--- src/rtl/cmt_pkg.sv ---
package cmt_pkg;

  // What the counter register does on the coming edge.
  typedef enum logic [1:0] {
    CMT_HOLD = 2'd0,
    CMT_STEP = 2'd1,
    CMT_ZERO = 2'd2
  } cmt_cmd_e;

endpackage

--- src/rtl/cmt_rst_sync.sv ---
module cmt_rst_sync #(
  parameter int STAGES = 2
) (
  input  logic clk,
  input  logic rst_n,
  output logic rst_ns
);

  logic [STAGES-1:0] sr_q;
  logic [STAGES-1:0] sr_d;

  generate
    if (STAGES == 1) begin : g_one
      always_comb sr_d = 1'b1;
    end else begin : g_many
      always_comb sr_d = {sr_q[STAGES-2:0], 1'b1};
    end
  endgenerate

  always_ff @(posedge clk or negedge rst_n) begin
    if (!rst_n) sr_q <= '0;
    else        sr_q <= sr_d;
  end

  assign rst_ns = sr_q[STAGES-1];

endmodule

--- src/rtl/cmt_counter.sv ---
module cmt_counter
  import cmt_pkg::*;
#(
  parameter int WIDTH = 32
) (
  input  logic             clk,
  input  logic             rst_n,
  input  cmt_cmd_e         cmd,
  output logic [WIDTH-1:0] count_q,
  output logic [WIDTH-1:0] count_d
);

  localparam logic [WIDTH-1:0] ONE = {{(WIDTH-1){1'b0}}, 1'b1};

  logic cnt_en;

  always_comb begin
    count_d = count_q;
    cnt_en  = 1'b0;
    case (cmd)
      CMT_STEP: begin
        count_d = count_q + ONE;
        cnt_en  = 1'b1;
      end
      CMT_ZERO: begin
        count_d = '0;
        cnt_en  = 1'b1;
      end
      default: begin
        count_d = count_q;
        cnt_en  = 1'b0;
      end
    endcase
  end

  always_ff @(posedge clk or negedge rst_n) begin
    if (!rst_n)      count_q <= '0;
    else if (cnt_en) count_q <= count_d;
  end

endmodule

--- src/rtl/cmt_match.sv ---
module cmt_match #(
  parameter int WIDTH = 32
) (
  input  logic             clk,
  input  logic             rst_n,
  input  logic [WIDTH-1:0] count_q,
  input  logic [WIDTH-1:0] count_d,
  input  logic [WIDTH-1:0] match_i,
  output logic             irq_q
);

  logic armed;
  logic lands;
  logic moves;
  logic irq_d;

  always_comb begin
    armed = (match_i != '0);
    lands = (count_d == match_i);
    moves = (count_d != count_q);
    irq_d = armed && lands && moves;
  end

  always_ff @(posedge clk or negedge rst_n) begin
    if (!rst_n) irq_q <= 1'b0;
    else        irq_q <= irq_d;
  end

endmodule

--- src/rtl/cmp_match_timer.sv ---
module cmp_match_timer
  import cmt_pkg::*;
#(
  parameter int WIDTH       = 32,
  parameter int SYNC_STAGES = 2
) (
  input  logic             clk,
  input  logic             rst_n,
  input  logic             run_i,
  input  logic             clear_i,
  input  logic [WIDTH-1:0] match_i,
  output logic [WIDTH-1:0] count_o,
  output logic             irq_o
);

  logic             rst_ns;
  cmt_cmd_e         cmd;
  logic [WIDTH-1:0] count_q;
  logic [WIDTH-1:0] count_d;

  cmt_rst_sync #(.STAGES(SYNC_STAGES)) u_rst (
    .clk    (clk),
    .rst_n  (rst_n),
    .rst_ns (rst_ns)
  );

  // clear overrides run
  always_comb begin
    if (clear_i)    cmd = CMT_ZERO;
    else if (run_i) cmd = CMT_STEP;
    else            cmd = CMT_HOLD;
  end

  cmt_counter #(.WIDTH(WIDTH)) u_cnt (
    .clk     (clk),
    .rst_n   (rst_ns),
    .cmd     (cmd),
    .count_q (count_q),
    .count_d (count_d)
  );

  cmt_match #(.WIDTH(WIDTH)) u_cmp (
    .clk     (clk),
    .rst_n   (rst_ns),
    .count_q (count_q),
    .count_d (count_d),
    .match_i (match_i),
    .irq_q   (irq_o)
  );

  assign count_o = count_q;

endmodule

--- config.mk ---
export PLATFORM = sky130hd
export DESIGN_NAME = cmp_match_timer
export DESIGN_NICKNAME = d
export VERILOG_FILES = /design/src/rtl/cmt_pkg.sv /design/src/rtl/cmt_rst_sync.sv /design/src/rtl/cmt_counter.sv /design/src/rtl/cmt_match.sv /design/src/rtl/cmp_match_timer.sv
export SDC_FILE = /design/constraint.sdc
export NUM_CORES = 1
export LEC_CHECK = 0
export BUFFER_PORTS_ARGS = -buffer_cell sky130_fd_sc_hd__buf_2
export CORE_MARGIN = 5
export CORE_UTILIZATION = 43
export DETAILED_ROUTE_END_ITERATION = 6
export PLACE_DENSITY = 0.68
export SYNTH_ARGS = -nofsm -noshare
export SYNTH_HDL_FRONTEND = slang
export SYNTH_SLANG_ARGS = --single-unit
--- constraint.sdc ---
create_clock -name clk -period 3.03 [get_ports clk]
set_input_delay 0.303 -clock clk [delete_from_list [all_inputs] [get_ports clk]]
set_output_delay 0.303 -clock clk [all_outputs]
set_load 0.005 [all_outputs]
Word level (Yosys, flattened, before mapping)
Index checks and enable logic that the tools add are counted.
- register bits: 35
- latch bits: 0
- bits in writable memories: 0
- ROM bits: 0
- output and inout bits: 33
- word-level logic and storage cells: 16
- memories: 0
- add/sub/neg operators: 1
- $mul: 0
- divide/modulo/power cells: 0
- magnitude comparators: 0
- eq/ne operators: 4
- shift-type cells: 0
- mux-type cells: 4
- bitwise operators: 0
- reductions and logical operators: 4
- operator list (kind ; count):
    $pmux W32 S2 ; 1
    $add A32 B1 Y32 const B ; 1
    $eq A32 B32 Y1 ; 1
    $ne A32 B32 Y1 ; 1
    $reduce_bool A32 Y1 ; 1
    $eq A2 B1 Y1 const B ; 1
    $eq A2 B2 Y1 const B ; 1
    $logic_and A1 B1 Y1 ; 2
    $mux W1 ; 2
    $mux W2 ; 1
    $reduce_or A2 Y1 ; 1

Logic depth before layout (Yosys ltp)
- depth in word-level cells: 7
- mapped depth: 10
- depth with buffers taken out: 9

Modules after synthesis
A second synthesis with hierarchy kept.
- cell total of the unflattened synthesis: 327
- area, all modules: 2897.8 um^2
- modules (own cells, without submodules) (module ; instances ; cells an instance ; area an instance (um^2) ; seq. area each (um^2)):
    cmt_counter ; 1 ; 226 ; 2038.2 ; 800.8
    cmt_match ; 1 ; 97 ; 792.0 ; 25.0
    cmt_rst_sync ; 1 ; 3 ; 53.8 ; 50.0
    cmp_match_timer ; 1 ; 1 ; 13.8 ; 0.0

Worst setup path after synthesis
No wires, ideal clock.
- path kind: register to register
- from: reg u_cnt.count_q[6]
- to: reg u_cmp.irq_q
- setup time: 96 ps
- arrival: 3041 ps
- data required time: 2934 ps
- slack: -106 ps
- cell stages (with the launch flop): 9
- cells stage by stage: dfrtp_1 nand4_4 or4_4 or4_2 a21oi_2 xnor2_1 o211ai_1 or4_1 nor4_2
- longest elaborated chain between the ends: 5
- elaborated cells between the ends (all ways): 6
- ends and longest elaborated chain (item ; RTL line ; source):
    start, declared ; cmt_counter.sv:9 ; output logic [WIDTH-1:0] count_q,
    start signal, assigned ; cmt_counter.sv:38 ; else if (cnt_en) count_q <= count_d;
    $add A32 B1 Y32 ; cmt_counter.sv:22 ; count_d = count_q + ONE;
    $pmux W32 S2 ; cmt_counter.sv:20 ; case (cmd)
    $eq A32 B32 Y1 ; cmt_match.sv:19 ; lands = (count_d == match_i);
    $logic_and A1 B1 Y1 ; cmt_match.sv:21 ; irq_d = armed && lands && moves;
    $logic_and A1 B1 Y1 (*) ; cmt_match.sv:21 ;
    via u_cmp.irq_d ; cmt_match.sv:15 ; logic irq_d;
    end signal, assigned ; cmt_match.sv:26 ; else irq_q <= irq_d;
    end, declared ; cmt_match.sv:9 ; output logic irq_q
Mark *: on every way through the listed nets, which the timed path passes. The rest lies on a longest branch.
A chain may end at the register's enable or synchronous reset.

Final worst setup path
Ends and elaborated chain as after synthesis.

==> run summary <==
WL final: 7840 µm
Net count, final: 405
setup TNS: 0 ps
Leakage: 0.00144 µW
core area: 5440 µm²
initial core utilization: 44.0%
H-tree depth: 2
top-area cell type share of the netlist area: 36.6%
crit path launch type: flip-flop
Final period util: 95.1%
fill count: 502
internal power: 731 µW
Fin Hold WS: 273 ps
area growth from synthesis to layout: 32.0%
vias per cell: 5.63
EDFF count, synth: 0
global route overflow: 0
Syn Area/Cell: 9.06 µm²
Mapped Cells: 264
final setup fails: 0
P per Cell Area: 311 nW/µm²
layout cells sized above 1: 37.1%
critical path cell sequence: nand4_4, buf_4, nor4_1, buf_4, nand3_1, xor2_1, o21ai_0, nand4_1, or4_1, nor4_2
Seq. cell area: 881 µm²
Setup Skew: 5.98 ps
Slew Viols, Final: 0
Max VDD drop: 0.199 mV
Tmin final: 2880 ps
CP peak stage delay: 510 ps
vias in the first global route: 2583
sequential cell area fraction in the yosys report: 36.6%
Root Driver: clkbuf_8
Least-Margin Pin Slew: 764 ps
crit path DAT: 3080 ps
Sw Share: 25.5%
global-route wire length before repair: 12600 µm
top_reg_cell synth: dfrtp_1
Tot Pwr: 981 µW
RSZ-0062 raised after global routing: no
Port Buffers: 68
io pins: 69
TritonCTS clock tree: done
Synth async-reset ratio: 100%
ANT cells: 0
Reg clk slew, reported paths: 80 ps
post-DR wirelength/cell: 17.8 µm
YS warnings: 0
post-route ant nets: 0
Yosys reg bits: 35
status: completed
worst hold path class: flip-flop to async pin
Setup WS pre-CTS: -43.1 ps
Clock power frac: 39.2%
DRT iter0 DRCs: 194
max_slew headroom: 49.1%
R2R depth: 10
CTS Buffer Depth: 2
Total GRT Usage: 22.1%
endpoints failing hold: 0
multi-input logic area: 1430 µm²
Post-synth top cells: nor2_1 (37), dfrtp_1 (35), xnor2_1 (25)
fin worst setup slack: 148 ps
P_sw: 250 µW
Logic pwr share: 12.5%
via count: 2481
Yosys cell types: 46
critical path startpoint: u_cnt.count_q[6]$_DFFE_PN0N_
die area: 7150 µm²
dpl hpwl: 6250 µm
Setup crit end kind: flip-flop
Rows: 27
Max-cap violations: 0
gpl congestion: 0.969
Reg power frac: 48.2%
pin count of the biggest net entering global routing: 42
Critical Path Slowest Stage Cell: or4_1
DRT Pass-1 Iters: 5
initial antenna violation count: 0
Die Span Y: 84.6 µm
CTS buffer count: 5
Worst Path Required: 3220 ps
Critical Path Most Common Cell: buf_4
synth top area cells: dfrtp_1 (37%), xnor2_1 (9.2%), xor2_1 (8.1%)
# clock sinks: 35
cell area after synthesis: 2390 µm²
post-synth top area cell: dfrtp_1
Setup Crit Path Kind: flip-flop to flip-flop
Net Count, Synth: 301
later-pin clock latency in the skew report: 290 ps
max frequency: 347 MHz
reg2reg start: u_cnt.count_q[6]$_DFFE_PN0N_
die width: 84.6 µm
DRC: 0
most frequent cell after synthesis: nor2_1
Worst Path Max Fanout: 11
power by group through the flow:
stage	clock network (µW)	logic [µW]	registers, µW
3_3_place_gp	0	119	482
6_report	385	123	473
4_1_cts	390	122	473
3_5_place_dp	0	120	482
5_1_grt	407	134	473
2_1_floorplan	0	54.5	491
metal layers:
layer,share of wire (%),track usage [%]
met5,0,0
met4,2.7,8.78
met3,6.5,3.93
met2,50,37.4
met1,41,27.8
area by class of cell:
class / count / area share (%)
Multi-Input combinational cell: 214 / 45.3
Sequential cell: 35 / 27.9
Timing Repair Buffer: 106 / 19.9
Clock buffer: 7 / 3.05
Tap cell: 72 / 2.85
Inverter: 6 / 0.713
Clock inverter: 1 / 0.238
cells by family after synthesis:
kind of cell,after synthesis,share of synthesized area (%)
AOI/OAI and AO/OA,22,6.80
adders and majority gates,1,0.523
xor gates and xnor gates,47,17.2
buffers and inverters,15,4.81
and+or+nand+nor,139,32.0
muxes,4,1.83
DFF,35,36.6
other,1,0.157
critical path, delay by kind of cell (launching register included):
family                 cells  cell delay, ps
flip-flops                 1             390
buffers and inverters      2             420
AND/OR/NAND/NOR            6            1480
AO/OA/AOI/OAI              1             320
XOR/XNOR                   1             190
placed cells by master (no fill, tap or decap), drive strengths merged, types with 2 or more instances in the layout:
master | synthesis | final
nand2 | 14 | 14
nor4 | 21 | 21
o21ai | 5 | 5
a21oi | 7 | 7
buf | 3 | 105
or4 | 5 | 5
nand2b | 3 | 3
clkbuf | 5 | 7
dfrtp | 35 | 35
inv | 6 | 6
and3 | 2 | 2
nand3 | 13 | 13
xnor2 | 25 | 25
a31o | 2 | 2
nor2 | 37 | 37
or3 | 2 | 2
xor2 | 22 | 22
mux2 | 3 | 3
and4b | 2 | 2
nor3 | 15 | 15
nand4 | 21 | 21
nor2b | 2 | 2
sequential cells by signal, indices dropped and copies added, names as in the netlist:
| register | flops |
|---|---|
| u_cmp.irq_q | 1 |
| u_cnt.count_q | 32 |
| u_rst.sr_q | 2 |
path summary, 6_finish.rpt:
kind	slack (ps)	endpoint
hold reg to reg	270	u_cnt.count_q[23]$_DFFE_PN0N_
hold / removal	270	u_cnt.count_q[23]$_DFFE_PN0N_
min in group clk	360	u_rst.sr_q[1]$_DFF_PN0_
setup reg to reg	150	u_cmp.irq_q$_DFF_PN0_
setup / recovery	150	u_cmp.irq_q$_DFF_PN0_
max in group asynchronous	2420	u_cnt.count_q[8]$_DFFE_PN0N_
metrics by stage:
step | std cells | instance area (µm²) | utilization (%)
after CTS | 441 | 3130 | 57.6
after global placement | 431 | 3010 | 55.4
after detailed placement | 431 | 3010 | 55.4
after floorplan | 264 | 2400 | -
final | 441 | 3160 | 58.0
after global routing | 441 | 3160 | 58.0
what timing repair did:
| item | in CTS | in global routing |
|---|---|---|
| endpoints found under the setup margin | 1 | 1 |
| hold buffers | 1 | 0 |
| resized for setup | 0 | 4 |
| setup buffers | 1 | 0 |
| pin swaps | 2 | 2 |
| cloned | 0 | 0 |
| endpoints found under the hold margin | 2 | 0 |
(Power assumes the default switching activity.)
